===== config.mk =====
export PLATFORM = sky130hd
export DESIGN_NAME = dslope_seq
export DESIGN_NICKNAME = d
export VERILOG_FILES = /design/src/rtl/dsq_pkg.sv /design/src/rtl/dsq_sync.sv /design/src/rtl/dsq_counter.sv /design/src/rtl/dslope_seq.sv
export SDC_FILE = /design/constraint.sdc
export NUM_CORES = 1
export LEC_CHECK = 0
export CORE_MARGIN = 1
export CORE_UTILIZATION = 45
export DETAILED_ROUTE_END_ITERATION = 16
export PLACE_DENSITY_LB_ADDON = 0.2
export REMOVE_ABC_BUFFERS = 1
export SLEW_MARGIN = 40
export SYNTH_ARGS = -nofsm -noshare
export SYNTH_HDL_FRONTEND = slang
export SYNTH_HIERARCHICAL = 1
export SYNTH_SLANG_ARGS = --single-unit

===== constraint.sdc =====
create_clock -name clk -period 5.55 [get_ports clk]
set_clock_uncertainty 0.15 [all_clocks]
set_input_delay 0.555 -clock clk [delete_from_list [all_inputs] [get_ports clk]]
set_output_delay 0.555 -clock clk [all_outputs]
set_load 0.005 [all_outputs]

===== src/rtl/dsq_pkg.sv =====
package dsq_pkg;
    typedef enum logic [1:0] {
        ST_IDLE  = 2'd0,
        ST_CLR   = 2'd1,
        ST_RUNUP = 2'd2,
        ST_RDOWN = 2'd3
    } dsq_state_e;

    localparam logic [1:0] SEL_HOLD  = 2'b00;
    localparam logic [1:0] SEL_INPUT = 2'b01;
    localparam logic [1:0] SEL_REF   = 2'b10;
endpackage


===== src/rtl/dsq_sync.sv =====
module dsq_sync #(
    parameter int STAGES = 2
) (
    input  logic clk,
    input  logic rst_n,
    input  logic a_i,
    output logic y_o
);
    generate
        if (STAGES == 0) begin : g_bypass
            assign y_o = a_i;
        end else begin : g_chain
            logic [STAGES-1:0] sh_d, sh_q;
            always_comb begin
                sh_d = {sh_q[STAGES-1:0], a_i} >> 0;
                if (STAGES > 1) sh_d = {sh_q, a_i} >> 0;
            end
            always_ff @(posedge clk) begin
                if (!rst_n) sh_q <= '0;
                else        sh_q <= sh_d;
            end
            assign y_o = sh_q[STAGES-1];
        end
    endgenerate
endmodule


===== src/rtl/dsq_counter.sv =====
module dsq_counter #(
    parameter int W = 8
) (
    input  logic         clk,
    input  logic         rst_n,
    input  logic         clr_i,
    input  logic         inc_i,
    output logic [W-1:0] cnt_o
);
    logic [W-1:0] cnt_d, cnt_q;

    always_comb begin
        cnt_d = cnt_q;
        if (clr_i)      cnt_d = '0;
        else if (inc_i) cnt_d = cnt_q + 1'b1;
    end

    always_ff @(posedge clk) begin
        if (!rst_n) cnt_q <= '0;
        else        cnt_q <= cnt_d;
    end

    assign cnt_o = cnt_q;
endmodule


===== src/rtl/dslope_seq.sv =====
module dslope_seq
    import dsq_pkg::*;
#(
    parameter int N           = 6,
    parameter int RST_CYCLES  = 4,
    parameter int SYNC_STAGES = 2
) (
    input  logic         clk,
    input  logic         rst_n,
    input  logic         start_i,
    input  logic         cmp_i,
    output logic [1:0]   sel_o,
    output logic         int_clr_o,
    output logic [N:0]   result_o,
    output logic         ovr_o,
    output logic         busy_o,
    output logic         done_o
);
    localparam int          CW        = N + 1;
    localparam logic [CW-1:0] RUNUP_LAST = CW'((1 << N) - 1);
    localparam logic [CW-1:0] CLR_LAST   = CW'(RST_CYCLES - 1);
    localparam logic [CW-1:0] CEIL       = '1;

    typedef struct packed {
        dsq_state_e    st;
        logic          done;
        logic          ovr;
        logic [CW-1:0] res;
    } seq_regs_t;

    seq_regs_t r_d, r_q;
    logic          cnt_clr, cnt_inc;
    logic [CW-1:0] cnt;
    logic          cmp_s;

    dsq_sync #(.STAGES(SYNC_STAGES)) i_sync (
        .clk   (clk),
        .rst_n (rst_n),
        .a_i   (cmp_i),
        .y_o   (cmp_s)
    );

    dsq_counter #(.W(CW)) i_cnt (
        .clk   (clk),
        .rst_n (rst_n),
        .clr_i (cnt_clr),
        .inc_i (cnt_inc),
        .cnt_o (cnt)
    );

    always_comb begin
        r_d     = r_q;
        r_d.done = 1'b0;
        cnt_clr = 1'b0;
        cnt_inc = 1'b0;
        unique case (r_q.st)
            ST_IDLE: begin
                if (start_i) begin
                    r_d.st  = ST_CLR;
                    cnt_clr = 1'b1;
                end
            end
            ST_CLR: begin
                if (cnt == CLR_LAST) begin
                    r_d.st  = ST_RUNUP;
                    cnt_clr = 1'b1;
                end else begin
                    cnt_inc = 1'b1;
                end
            end
            ST_RUNUP: begin
                if (cnt == RUNUP_LAST) begin
                    r_d.st  = ST_RDOWN;
                    cnt_clr = 1'b1;
                end else begin
                    cnt_inc = 1'b1;
                end
            end
            ST_RDOWN: begin
                if (!cmp_s) begin
                    r_d.st   = ST_IDLE;
                    r_d.done = 1'b1;
                    r_d.res  = cnt;
                    r_d.ovr  = 1'b0;
                end else if (cnt == CEIL) begin
                    r_d.st   = ST_IDLE;
                    r_d.done = 1'b1;
                    r_d.res  = cnt;
                    r_d.ovr  = 1'b1;
                end else begin
                    cnt_inc = 1'b1;
                end
            end
            default: r_d.st = ST_IDLE;
        endcase
    end

    always_ff @(posedge clk) begin
        if (!rst_n) begin
            r_q <= '{st: ST_IDLE, done: 1'b0, ovr: 1'b0, res: '0};
        end else begin
            r_q <= r_d;
        end
    end

    always_comb begin
        unique case (r_q.st)
            ST_RUNUP: sel_o = SEL_INPUT;
            ST_RDOWN: sel_o = SEL_REF;
            default:  sel_o = SEL_HOLD;
        endcase
    end

    assign int_clr_o = (r_q.st == ST_CLR);
    assign busy_o    = (r_q.st != ST_IDLE);
    assign done_o    = r_q.done;
    assign result_o  = r_q.res;
    assign ovr_o     = r_q.ovr;
endmodule


# Yosys cells after proc, flatten, opt, wreduce, memory -nomap -nowiden
# Cells that the tools add are included.
# totals
regBits	20
latch_bits	0
ram_bits	0
rom_bits	0
in_bits	4
output_inout_bits	13
word_cells	41
memories	0
# op_classes
n_addsub	1
mul	0
n_div	0
magnitude_cmp	0
eq_ne	11
n_shift	0
muxes	16
bitwise_logic	1
n_reduce_logical	6
# op_table
op	count
$mux W11	2
$pmux W2 S4	1
$add A7 B1 Y7 const B	1
$eq A7 B2 Y1 const B	1
$eq A7 B6 Y1 const B	1
$eq A7 B7 Y1 const B	1
$mux W1	7
$mux W2	3
$ne A2 B2 Y1 const B	3
$pmux W1 S3	2
$eq A2 B2 Y1 const B	2
$pmux W2 S2	1
$reduce_and A2 Y1	2
$reduce_and A4 Y1	1
$ne A3 B3 Y1 const B	1
$eq A2 B1 Y1 const B	1
$logic_not A2 Y1	1
$ne A2 B1 Y1 const B	1
$reduce_bool A2 Y1	1
$reduce_or A2 Y1	1
$not A1 Y1	1

# Depth between registers and ports, before layout
# Gate-level depths: netlist (run 1).
# logic_depth
word_depth	4
mapped_depth	9
ltp_nobuf	9

# Hierarchy
# Netlist (run 1), hierarchy kept.
# by_module_without_submodules
mod	instances	cells_each	area_each_um2	seq_area_each_um2
dslope_seq	1	67	649.4	220.2
dsq_counter	1	30	279.0	140.1
dsq_sync	1	4	52.6	40.0

# Worst setup path after synthesis (run 1)
# OpenSTA, ideal clock, no wires.
# synth_path
path_type	register -> register
start	reg r_q[9] (netlist bit)
end	reg i_cnt.cnt_q[6] (netlist: i_cnt/cnt_o[6])
setup_ns	0.070
arrival_ns	2.048
required_time_ns	5.330
setup_slack_ns	3.282
stages_incl_launch_ff	10
n_path_buf	0
synth_period_minus_slack_ns	2.268
path_cell_list	dfxtp_1 -> inv_1 -> ha_1 -> and4b_1 -> a21oi_1 -> a21oi_1 -> nor2_1 -> nand4_1 -> or3_1 -> a21oi_1
# synth_between
word_cells_on_any_way	7
classes_between	eq/ne (3); mux (2); reduce/logical (2)
# synth_rtl
item	line	rtl
start: declaration	dslope_seq.sv:31	seq_regs_t r_d, r_q;
start signal: assignment	dslope_seq.sv:100	r_q <= '{st: ST_IDLE, done: 1'b0, ovr: 1'b0, res: '0};
start signal: assignment	dslope_seq.sv:102	r_q <= r_d;
$eq A2 B2 Y1 or $eq A2 B1 Y1 (tied branches)	dslope_seq.sv:56	unique case (r_q.st)
$pmux W1 S3 *	dslope_seq.sv:56	
net cnt_inc	dslope_seq.sv:32	logic cnt_clr, cnt_inc;
end signal: assignment	dsq_counter.sv:20	else cnt_q <= cnt_d;
end: declaration	dsq_counter.sv:10	logic [W-1:0] cnt_d, cnt_q;
# Mark *: on every way through the listed nets, which the timed path passes. The rest lies on a longest branch.
# A chain may end at the register's enable or synchronous reset.

# Final worst setup path (run 1)
# layout_path
start	reg r_q[9] (netlist bit)
end	reg i_cnt.cnt_q[5] (netlist: i_cnt/cnt_o[5])
# Same word-level chain as after synthesis.

==> results of run 1 <==
-- cell usage after synthesis, drive strengths merged --
library cell,number,area share
nand2b,2,0.013
dfxtp,20,0.41
o21ai,3,0.015
buf,7,0.054
nand2,8,0.031
xnor2,1,0.0089
or3,2,0.013
inv,4,0.015
and4,1,0.010
and2,3,0.019
a21oi,6,0.031
nand4,4,0.026
and4b,1,0.010
mux2i,3,0.031
ha,7,0.089
nor3,1,0.0051
clkbuf,2,0.0077
a221oi,1,0.015
a31oi,1,0.0064
a22oi,1,0.0077
xor2,3,0.027
a21boi,1,0.0077
o221a,7,0.080
nand3b,1,0.0077
o31a,1,0.0089
a2111o,1,0.011
nor2,8,0.031
or4,1,0.011
-- routing by layer --
layer | vias to the layer above | global-route usage
li1 | 383 | -
met1 | 361 | 0.213
met2 | 20 | 0.308
met3 | 5 | 0.0346
met4 | 0 | 0.123
met5 | - | 0
-- cells by family (layout without fill, tap and decap cells) --
group                      count (synthesis)  in the layout  synth area share
AOI/OAI and AO/OA                         22             22             0.184
xor gates and xnor gates                   4              4            0.0357
adders and majority gates                  7              7            0.0893
buffers and inverters                     13             23            0.0765
DFF                                       20             20             0.408
muxes                                      3              3            0.0306
and+or+nand+nor                           32             32             0.176
-- worst paths after layout --
kind | cells after the start | to | slack [ns]
worst min-delay path | 1 | i_sync/g_chain.sh_q[1]$_SDFF_PN0_ | 0.30
worst max register to register | 9 | i_cnt/cnt_o[5]$_SDFFE_PP0P_ | 2.99
worst max-delay path | 9 | i_cnt/cnt_o[5]$_SDFFE_PP0P_ | 2.99
worst min register to register | 1 | i_sync/g_chain.sh_q[1]$_SDFF_PN0_ | 0.30
-- through the flow --
| stage | std cells | util | setup slack (ns) | instance area, sq um | power [mW] |
|---|---|---|---|---|---|
| 5_1_grt | 138 | 0.568 | 2.73 | 1140 | 0.414 |
| 3_5_place_dp | 135 | 0.557 | 3.05 | 1110 | 0.321 |
| 3_3_place_gp | 135 | 0.557 | 3.18 | 1110 | 0.320 |
| 4_1_cts | 138 | 0.568 | 3.01 | 1140 | 0.388 |
| 6_report | 138 | 0.568 | 2.99 | 1140 | 0.385 |
| 2_1_floorplan | 92 | - | 3.28 | 921 | 0.264 |
-- cell type report --
class                   instances  area (sq um)  area share
well taps                      27          33.8      0.0297
multi-input cells              68           505       0.444
inverters                       4          15.0      0.0132
clock buffers                   3          22.5      0.0198
repair buffers                 16           160       0.141
flip-flops and latches         20           400       0.352
-- registers in the layout, indices dropped and copies added, names as in the netlist --
signal and count:
ovr_o 1, done_o 1, result_o 7, i_sync/g_chain.sh_q 2, r_q 2, i_cnt/cnt_o 7
-- critical path, stage by stage, from the launching register on --
cell,delay (ns)
dfxtp_1,0.37
inv_1,0.12
ha_1,0.24
and4b_1,0.21
a21oi_1,0.24
a21oi_1,0.10
nor2_1,0.31
nand4_1,0.21
or3_1,0.40
a21oi_1,0.14
-- power breakdown --
part	switching [mW]	internal (mW)
logic	0.0664	0.0782
clock network	0.0407	0.0253
registers	0.0150	0.159
==> impl_metrics.csv, run 1 <==
group,metric,value,unit
routing,viasPerCell,5.57,
pwr,powerDensity,338,mW/mm^2
setup_path,startpoint,"r_q[9]$_SDFFE_PN0P_",
timing,slew_headroom,0.630,
yosys,ys_seq_area_frac,0.408,
timing,finalHoldViolCount,0,
cells_and_area,diodes,0,
clocking,worstSkewPairLatency,0.30,ns
timing,tightestPinTransition,0.554,ns
clocking,numClockSinks,20,
clocking,clockBufferDepth,2,
setup_path,crit_required,5.63,ns
routing,wl_met2,855,microns
place,io_buffers,16,
cells_and_area,fillerInstances,202,
setup_path,worstPathArrival,2.63,ns
clocking,cts.repair.resized,0,
clocking,hold_buffers,0,
clocking,post_cts_buffers,0,
yosys,synth-seq-cells,20,
routing,met1_length,884,microns
clocking,clock_tree.root_cell,"clkbuf_4",
place,dp_hpwl,1360,microns
clocking,tritoncts,"yes",
yosys,avgSynthCellArea,9.71,sq um
yosys,ys_warn_count,6,
die,pin_count,17,
routing,drt_wl_total,1840,microns
setup_path,critical_path.max_fanout,5,
die,core_area,0.00200,sq mm
routing,top_layer,"met4",
routing,drc,0,
clocking,cts_buffers,3,
yosys,synth_cell_types,28,
min_path,hp-start,"i_sync/g_chain.sh_q[0]$_SDFF_PN0_",
die,initial_core_util,0.490,
yosys,syn_area,981,sq um
timing,timing.final.crit_period,2.56,ns
grt,grt_pass1_vias,793,
setup_path,reg2reg_from,"r_q[9]$_SDFFE_PN0P_",
die,rows,16,
setup_path,end_kind,"flop",
cells_and_area,final_nets,124,
routing,first_pass_iters,4,
die,die-area,0.00237,sq mm
timing,setup_violations,0,
grt,gr-total-overflow,0,
die,die_w,48.7,microns
grt,grt_max_degree,17,
clocking,clk_pin_slew,0.10,ns
timing,tns,0,ns
cells_and_area,drive_gt1_frac,0.117,
routing,via_count,769,
grt,grt_pass1_wl,3370,microns
outcome,status,"finished clean",
grt,grt_util_all_layers,0.184,
pwr,ir_drop,0.000185,V
cells_and_area,final_common_cell,"dfxtp_1",
die,die_h,48.7,microns
timing,rsz0062_at_grt,"false",
timing,maxSlewViolCount,0,
timing,fmax,391,MHz
place,gp_congestion,0.895,
routing,ant_nets,0,
timing,fin_crit_sh,0.461,
timing,whs,0.297,ns
yosys,synthCells,101,
cells_and_area,most-common-layout-cells,"dfxtp_1, clkdlybuf4s50_1, nand2_1, nor2_1",
flow_run,maxCapViolations,0,
pwr,leakage,0.425,nW
routing,post_drt_wl_per_cell,13.3,microns
setup_path,crit_type,"reg2reg",
setup_path,cp-start-kind,"flop",
routing,drt-initial-drc-count,16,
grt,antenna_found_initial,0,
routing,wl_met3,62,microns
cells_and_area,area_growth,15.9,%
clocking,cts-htree-levels,1,
min_path,hold_class,"reg2reg",
No activity file was read; power rests on OpenSTA's default activity.
==> run 2: changes to the inputs <==
==> constraint.sdc (replaced) <==
create_clock -name clk -period 2 [get_ports clk]
set_clock_uncertainty 0.15 [all_clocks]
set_input_delay 0.2 -clock clk [delete_from_list [all_inputs] [get_ports clk]]
set_output_delay 0.2 -clock clk [all_outputs]
set_load 0.005 [all_outputs]
==> impl_metrics.csv, run 2 (same netlist as run 1, synthesis figures left out) <==
group,metric,value,unit
outcome,status,"complete, but fails checks",
outcome,violations,"setup timing",
pwr,powerDensity,1030,mW/mm^2
pwr,p_sw,0.450,mW
clocking,cts-htree-levels,1,
routing,drt-initial-drc-count,22,
pwr,ir_drop,0.000702,V
cells_and_area,drive_gt1_frac,0.380,
grt,grt_busiest_layer,"met2",
flow_run,maxCapViolations,0,
routing,viasPerCell,5.35,
setup_path,worstPathArrival,2.21,ns
setup_path,reg2reg_from,"r_q[9]$_SDFFE_PN0P_",
place,gp_congestion,0.864,
timing,fin_crit_sh,1.06,
die,rows,16,
setup_path,crit_required,2.08,ns
clocking,clock_tree.root_cell,"clkbuf_4",
timing,slew_headroom,0.813,
clocking,clockBufferDepth,2,
pwr,seq_power_share,0.329,
clocking,clk_pin_slew,0.13,ns
pwr,pwr-share-comb,0.443,
routing,ant_nets,0,
grt,grt_pass1_wl,3640,microns
pwr,intPower,1.02,mW
timing,timing.final.crit_period,2.13,ns
routing,drt_wl_total,2400,microns
setup_path,crit_buf_inv,1,
cells_and_area,seq_area,404,sq um
cells_and_area,fillerInstances,141,
timing,tightestPinTransition,0.281,ns
grt,grt_util_all_layers,0.203,
grt,grt_util_met3,0.0283,
setup_path,cp_num_cells,9,
setup_path,r2r-end,"i_cnt/cnt_o[6]$_SDFFE_PP0P_",
setup_path,startpoint,"r_q[9]$_SDFFE_PN0P_",
grt,grtUsageMet2,0.350,
cells_and_area,post-route-util,0.713,
clocking,worstSkewPairLatency,0.31,ns
routing,via_count,878,
grt,grt_max_degree,13,
grt,gr-total-overflow,0,
setup_path,cp-start-kind,"flop",
setup_path,reg2reg_depth,9,
timing,worst_slack,-0.130,ns
cells_and_area,multi_input_area,572,sq um
cells_and_area,area_growth,45.4,%
timing,maxSlewViolCount,0,
setup_path,rrSetupSlack,-0.13,ns
setup_path,crit_type,"reg2reg",
routing,drc,0,
grt,grt_pass1_vias,813,
die,pin_count,17,
setup_path,crit_end,"i_cnt/cnt_o[6]$_SDFFE_PP0P_",
clocking,hold_buffers,0,
timing,setup_violations,5,
timing,fmax,470,MHz
setup_path,cp_cell_sequence,"inv_2 -> ha_4 -> and4b_1 -> a21oi_2 -> a21oi_2 -> nor2_2 -> nand4_1 -> or3_1 -> a21oi_1",
die,die_w,48.7,microns
cells_and_area,final_nets,149,
timing,finalHoldViolCount,0,
pwr,clockPowerShare,0.228,
grt,grtUsageMet1,0.250,
die,core_area,0.00200,sq mm
die,die-area,0.00237,sq mm
routing,first_pass_iters,4,
timing,rsz0062_at_grt,"true",
clocking,numClockSinks,20,
cells_and_area,most-common-layout-cells,"buf_4, dfxtp_1, clkdlybuf4s50_1",
setup_path,critical_path.max_fanout,4,
die,die_h,48.7,microns
setup_path,crit_top_cell,"a21oi_2",
setup_path,slowest_delay,0.37,ns
clocking,cts_buffers,3,
routing,post_drt_wl_per_cell,14.6,microns
pwr,p_sw_frac,0.306,
setup_path,end_kind,"flop",
pwr,leakage,0.573,nW
min_path,hold_class,"in2reg",
pwr,total_power,1.47,mW
setup_path,path_delay_family,"simple AND/OR/NAND/NOR gates",
grt,antenna_found_initial,0,
cells_and_area,diodes,0,
place,io_buffers,16,
die,initial_core_util,0.490,
cells_and_area,final_common_cell,"buf_4",
setup_path,crit_slowest_cell,"or3_1",
clocking,tritoncts,"yes",
place,dp_hpwl,1630,microns
run 2: cell type report:
class | instances | share of cell area
Multi-Input combinational cell | 68 | 0.401
Clock inverter | 1 | 0.0211
Timing Repair Buffer | 41 | 0.245
Sequential cell | 20 | 0.283
Tap cell | 27 | 0.0237
Clock buffer | 3 | 0.0158
Inverter | 4 | 0.0105
run 2: per-stage QoR:
stage	TNS (ns)	worst slack, ns	instance area [sq um]	std cells	hold WS, ns
detailed placement	-0.328	-0.181	1260	155	0.271
global placement	-0.107	-0.0645	1260	155	0.265
CTS	-0.0290	-0.0290	1380	161	0.273
floorplan	-0.590	-0.268	921	92	0.164
global route	-0.947	-0.209	1430	164	0.314
finish	-0.423	-0.130	1430	164	0.279
run 2: timing repair:
item                                    CTS  global route
resized for setup                        15             4
cloned                                    0             0
setup buffers                             2             4
pin swaps                                10             9
endpoints found under the setup margin    7             8
run 2: routing by layer:
layer  routed length, microns  part of all wire
met5                        0                 0
met1                     1090              0.45
met2                     1210              0.50
met4                       13            0.0054
met3                       87             0.036
run 2: how the worst min path moves through the flow:
stage	slack (ns)	endpoint	startpoint	depth (start not counted)
3_5_place_dp	0.27	i_sync/g_chain.sh_q[1]$_SDFF_PN0_	i_sync/g_chain.sh_q[0]$_SDFF_PN0_	1
4_1_cts	0.27	i_sync/g_chain.sh_q[0]$_SDFF_PN0_	cmp_i	2
2_1_floorplan	0.16	ovr_o$_SDFFE_PN0P_	rst_n	2
6_report	0.28	i_sync/g_chain.sh_q[0]$_SDFF_PN0_	cmp_i	2
5_1_grt	0.31	i_sync/g_chain.sh_q[0]$_SDFF_PN0_	cmp_i	2
3_3_place_gp	0.27	i_sync/g_chain.sh_q[1]$_SDFF_PN0_	i_sync/g_chain.sh_q[0]$_SDFF_PN0_	1
run 2: power groups by stage:
stage / combinational [mW] / sequential (mW) / clock [mW]
floorplan: 0.246 / 0.486 / 0
finish: 0.650 / 0.483 / 0.335
global placement: 0.536 / 0.476 / 0
detailed placement: 0.545 / 0.478 / 0
global route: 0.704 / 0.489 / 0.353
CTS: 0.602 / 0.479 / 0.343
==> run 3: changes to the inputs <==
--- a/config.mk
+++ b/config.mk
@@ -5,12 +5,13 @@
 export SDC_FILE = /design/constraint.sdc
 export NUM_CORES = 1
 export LEC_CHECK = 0
+export ABC_AREA = 1
 export CORE_MARGIN = 1
 export CORE_UTILIZATION = 45
 export DETAILED_ROUTE_END_ITERATION = 16
 export PLACE_DENSITY_LB_ADDON = 0.2
 export REMOVE_ABC_BUFFERS = 1
-export SLEW_MARGIN = 40
+export SLEW_MARGIN = 20
 export SYNTH_ARGS = -nofsm -noshare
 export SYNTH_HDL_FRONTEND = slang
 export SYNTH_HIERARCHICAL = 1
==> constraint.sdc (replaced) <==
create_clock -name clk -period 2 [get_ports clk]
set_clock_uncertainty 0.15 [all_clocks]
set_input_delay 0.4 -clock clk [delete_from_list [all_inputs] [get_ports clk]]
set_output_delay 0.4 -clock clk [all_outputs]
set_load 0.005 [all_outputs]
==> impl_metrics.csv, run 3 <==
group,metric,value,unit
setup_path,crit_top_cell,"inv_1",
die,die_h,52.7,microns
yosys,synth_top_family_by_area,"simple AND/OR/NAND/NOR gates",
clocking,numClockSinks,20,
setup_path,crit_required,2.04,ns
yosys,synth-xor-area-share,0,
clocking,cts-htree-levels,1,
timing,slew_headroom,0.752,
timing,tns,0,ns
routing,drt_wl_total,2060,microns
setup_path,critical_path.max_fanout,4,
routing,drt-initial-drc-count,21,
outcome,status,"finished clean",
cells_and_area,most-common-layout-cells,"nand2_1, inv_1, nor2_1",
grt,grt_max_degree,13,
die,core_area,0.00245,sq mm
yosys,synth_cell_types,18,
min_path,hold_class,"reg2reg",
setup_path,crit_buf_inv,6,
clocking,clk_pin_slew,0.11,ns
yosys,synth_ff_type,"dfxtp_1",
clocking,worstSkewPairLatency,0.30,ns
pwr,leakage,0.707,nW
setup_path,path_delay_family,"buffers and inverters",
die,rows,18,
yosys,synth_compound_area_frac,0.0790,
pwr,powerDensity,1020,mW/mm^2
pwr,ir_drop,0.00109,V
die,die-area,0.00278,sq mm
grt,gr-total-overflow,0,
yosys,synth_area_leaders,"dfxtp_1, nand2_1, inv_1",
cells_and_area,area_growth,22.9,%
timing,fmax,528,MHz
setup_path,cp-start-kind,"flop",
place,dp_hpwl,1560,microns
timing,fin_crit_sh,0.947,
setup_path,startpoint,"r_q[9]$_SDFFE_PN0P_",
yosys,syn_area,0.00116,sq mm
place,gp_congestion,0.789,
yosys,yosys-top-cells-count,"nand2_1, inv_1, nor2_1",
die,pin_count,17,
die,die_w,52.7,microns
yosys,yosysMostFrequentCell,"nand2_1",
setup_path,worstPathArrival,1.93,ns
setup_path,end_kind,"flop",
yosys,synth_top_area_frac,0.346,
clocking,clockBufferDepth,2,
cells_and_area,drive_gt1_frac,0.170,
routing,viasPerCell,4.49,
yosys,synthCells,171,
clocking,clock_tree.root_cell,"clkbuf_4",
yosys,synth-edff-count,0,
setup_path,reg2reg_from,"r_q[9]$_SDFFE_PN0P_",
routing,first_pass_iters,4,
timing,timing.final.crit_period,1.89,ns
pwr,total_power,1.45,mW
yosys,synth_area_leader_cell,"dfxtp_1",
routing,via_count,978,
place,io_buffers,16,
clocking,tritoncts,"yes",
cells_and_area,final_common_cell,"nand2_1",
yosys,async_flop_share,0,
min_path,hp-start,"i_sync/g_chain.sh_q[0]$_SDFF_PN0_",
routing,post_drt_wl_per_cell,9.44,microns
routing,drc,0,
grt,grt_util_all_layers,0.158,
timing,tightestPinTransition,0.372,ns
grt,grt_pass1_wl,3190,microns
cells_and_area,final_nets,201,
clocking,cts_buffers,3,
yosys,muxShareOfSynthArea,0,
yosys,avgSynthCellArea,6.76,sq um
cells_and_area,diodes,0,
setup_path,slowest_delay,0.38,ns
yosys,synthSimpleGateAreaFrac,0.323,
timing,rsz0062_at_grt,"true",
flow_run,maxCapViolations,0,
timing,maxSlewViolCount,0,
clocking,hold_buffers,0,
yosys,synthAdderAreaFrac,0.0758,
grt,grt_pass1_vias,774,
setup_path,crit_type,"reg2reg",
setup_path,cp_cell_sequence,"buf_4 -> ha_1 -> nand2_1 -> inv_1 -> nand2_1 -> nand2_2 -> inv_1 -> a21oi_2 -> buf_4 -> buf_12 -> inv_1 -> o21ai_0 -> a21oi_1",
die,initial_core_util,0.471,
timing,finalHoldViolCount,0,
grt,antenna_found_initial,0,
yosys,ys_seq_area_frac,0.346,
yosys,synth-seq-cells,20,
yosys,ys_warn_count,6,
setup_path,crit_slowest_cell,"dfxtp_4",
timing,setup_violations,0,
routing,ant_nets,0,
==> run 3: cell types whose count changed after synthesis, moves of 4 or more <==
cell     change
nand2_1     +31
inv_1       +34
nand3_1     +14
nand4_1      -4
nor2_1      +13
o221a_2      -7
nand2_2      +4
==> run 3: report_power, final <==
| group | internal, mW | switching, mW |
|---|---|---|
| combinational | 0.359 | 0.365 |
| clock | 0.0701 | 0.120 |
| sequential | 0.470 | 0.0615 |
==> run 3: layer usage <==
layer | routed length [microns] | up-vias | track usage
met5 | 0 | - | 0
met1 | 1010 | 430 | 0.199
met4 | 15 | 0 | 0.0789
met2 | 981 | 10 | 0.255
li1 | - | 536 | -
met3 | 47 | 2 | 0.0261
==> run 3: stage by stage <==
| step | setup WS [ns] | util | hold slack, ns | instances | instance area, sq um |
|---|---|---|---|---|---|
| after floorplan | 0.101 | - | 0.240 | 163 | 1100 |
| after detailed placement | 0.113 | 0.537 | 0.255 | 212 | 1320 |
| after CTS | 0.0103 | 0.562 | 0.280 | 216 | 1380 |
| after global placement | 0.152 | 0.537 | 0.251 | 212 | 1320 |
| after global routing | -0.0248 | 0.579 | 0.298 | 218 | 1420 |
| final | 0.106 | 0.579 | 0.277 | 218 | 1420 |
==> run 3: timing repair <==
item / CTS / global route
buffers inserted: 1 / 2
gates resized for setup: 12 / 6
pin swaps: 0 / 1
endpoints found under the setup margin: 3 / 5
==> run 3: cells by family (layout without fill, tap and decap cells) <==
family	after synthesis	count (layout)
buffers and inverters	47	64
adders and majority gates	7	7
DFF	20	20
AOI/OAI and AO/OA	13	13
and+or+nand+nor	84	84
==> run 3: worst min-delay path, delay by kind of cell, from the launching register on <==
kind / cells / cell delay (ns)
DFF: 1 / 0.32
and+or+nand+nor: 1 / 0.05
buffers and inverters: 1 / 0.03
==> run 3: final cells by class <==
class	instances	area, sq um
fill	233	1030
multi-input combinational	104	583
sequential	20	409
timing repair buffer	22	220
inverter	39	149
tap	30	37.5
clock buffer	3	22.5
==> run 3: path summary, 6_finish.rpt <==
kind                            slack, ns  depth (start not counted)                           endpoint
worst min register to register       0.28                          2  i_sync/g_chain.sh_q[1]$_SDFF_PN0_
worst min-delay path                 0.28                          2  i_sync/g_chain.sh_q[1]$_SDFF_PN0_
worst max-delay path                 0.11                         13        i_cnt/cnt_o[0]$_SDFFE_PP0P_
worst max register to register       0.11                         13        i_cnt/cnt_o[0]$_SDFFE_PP0P_
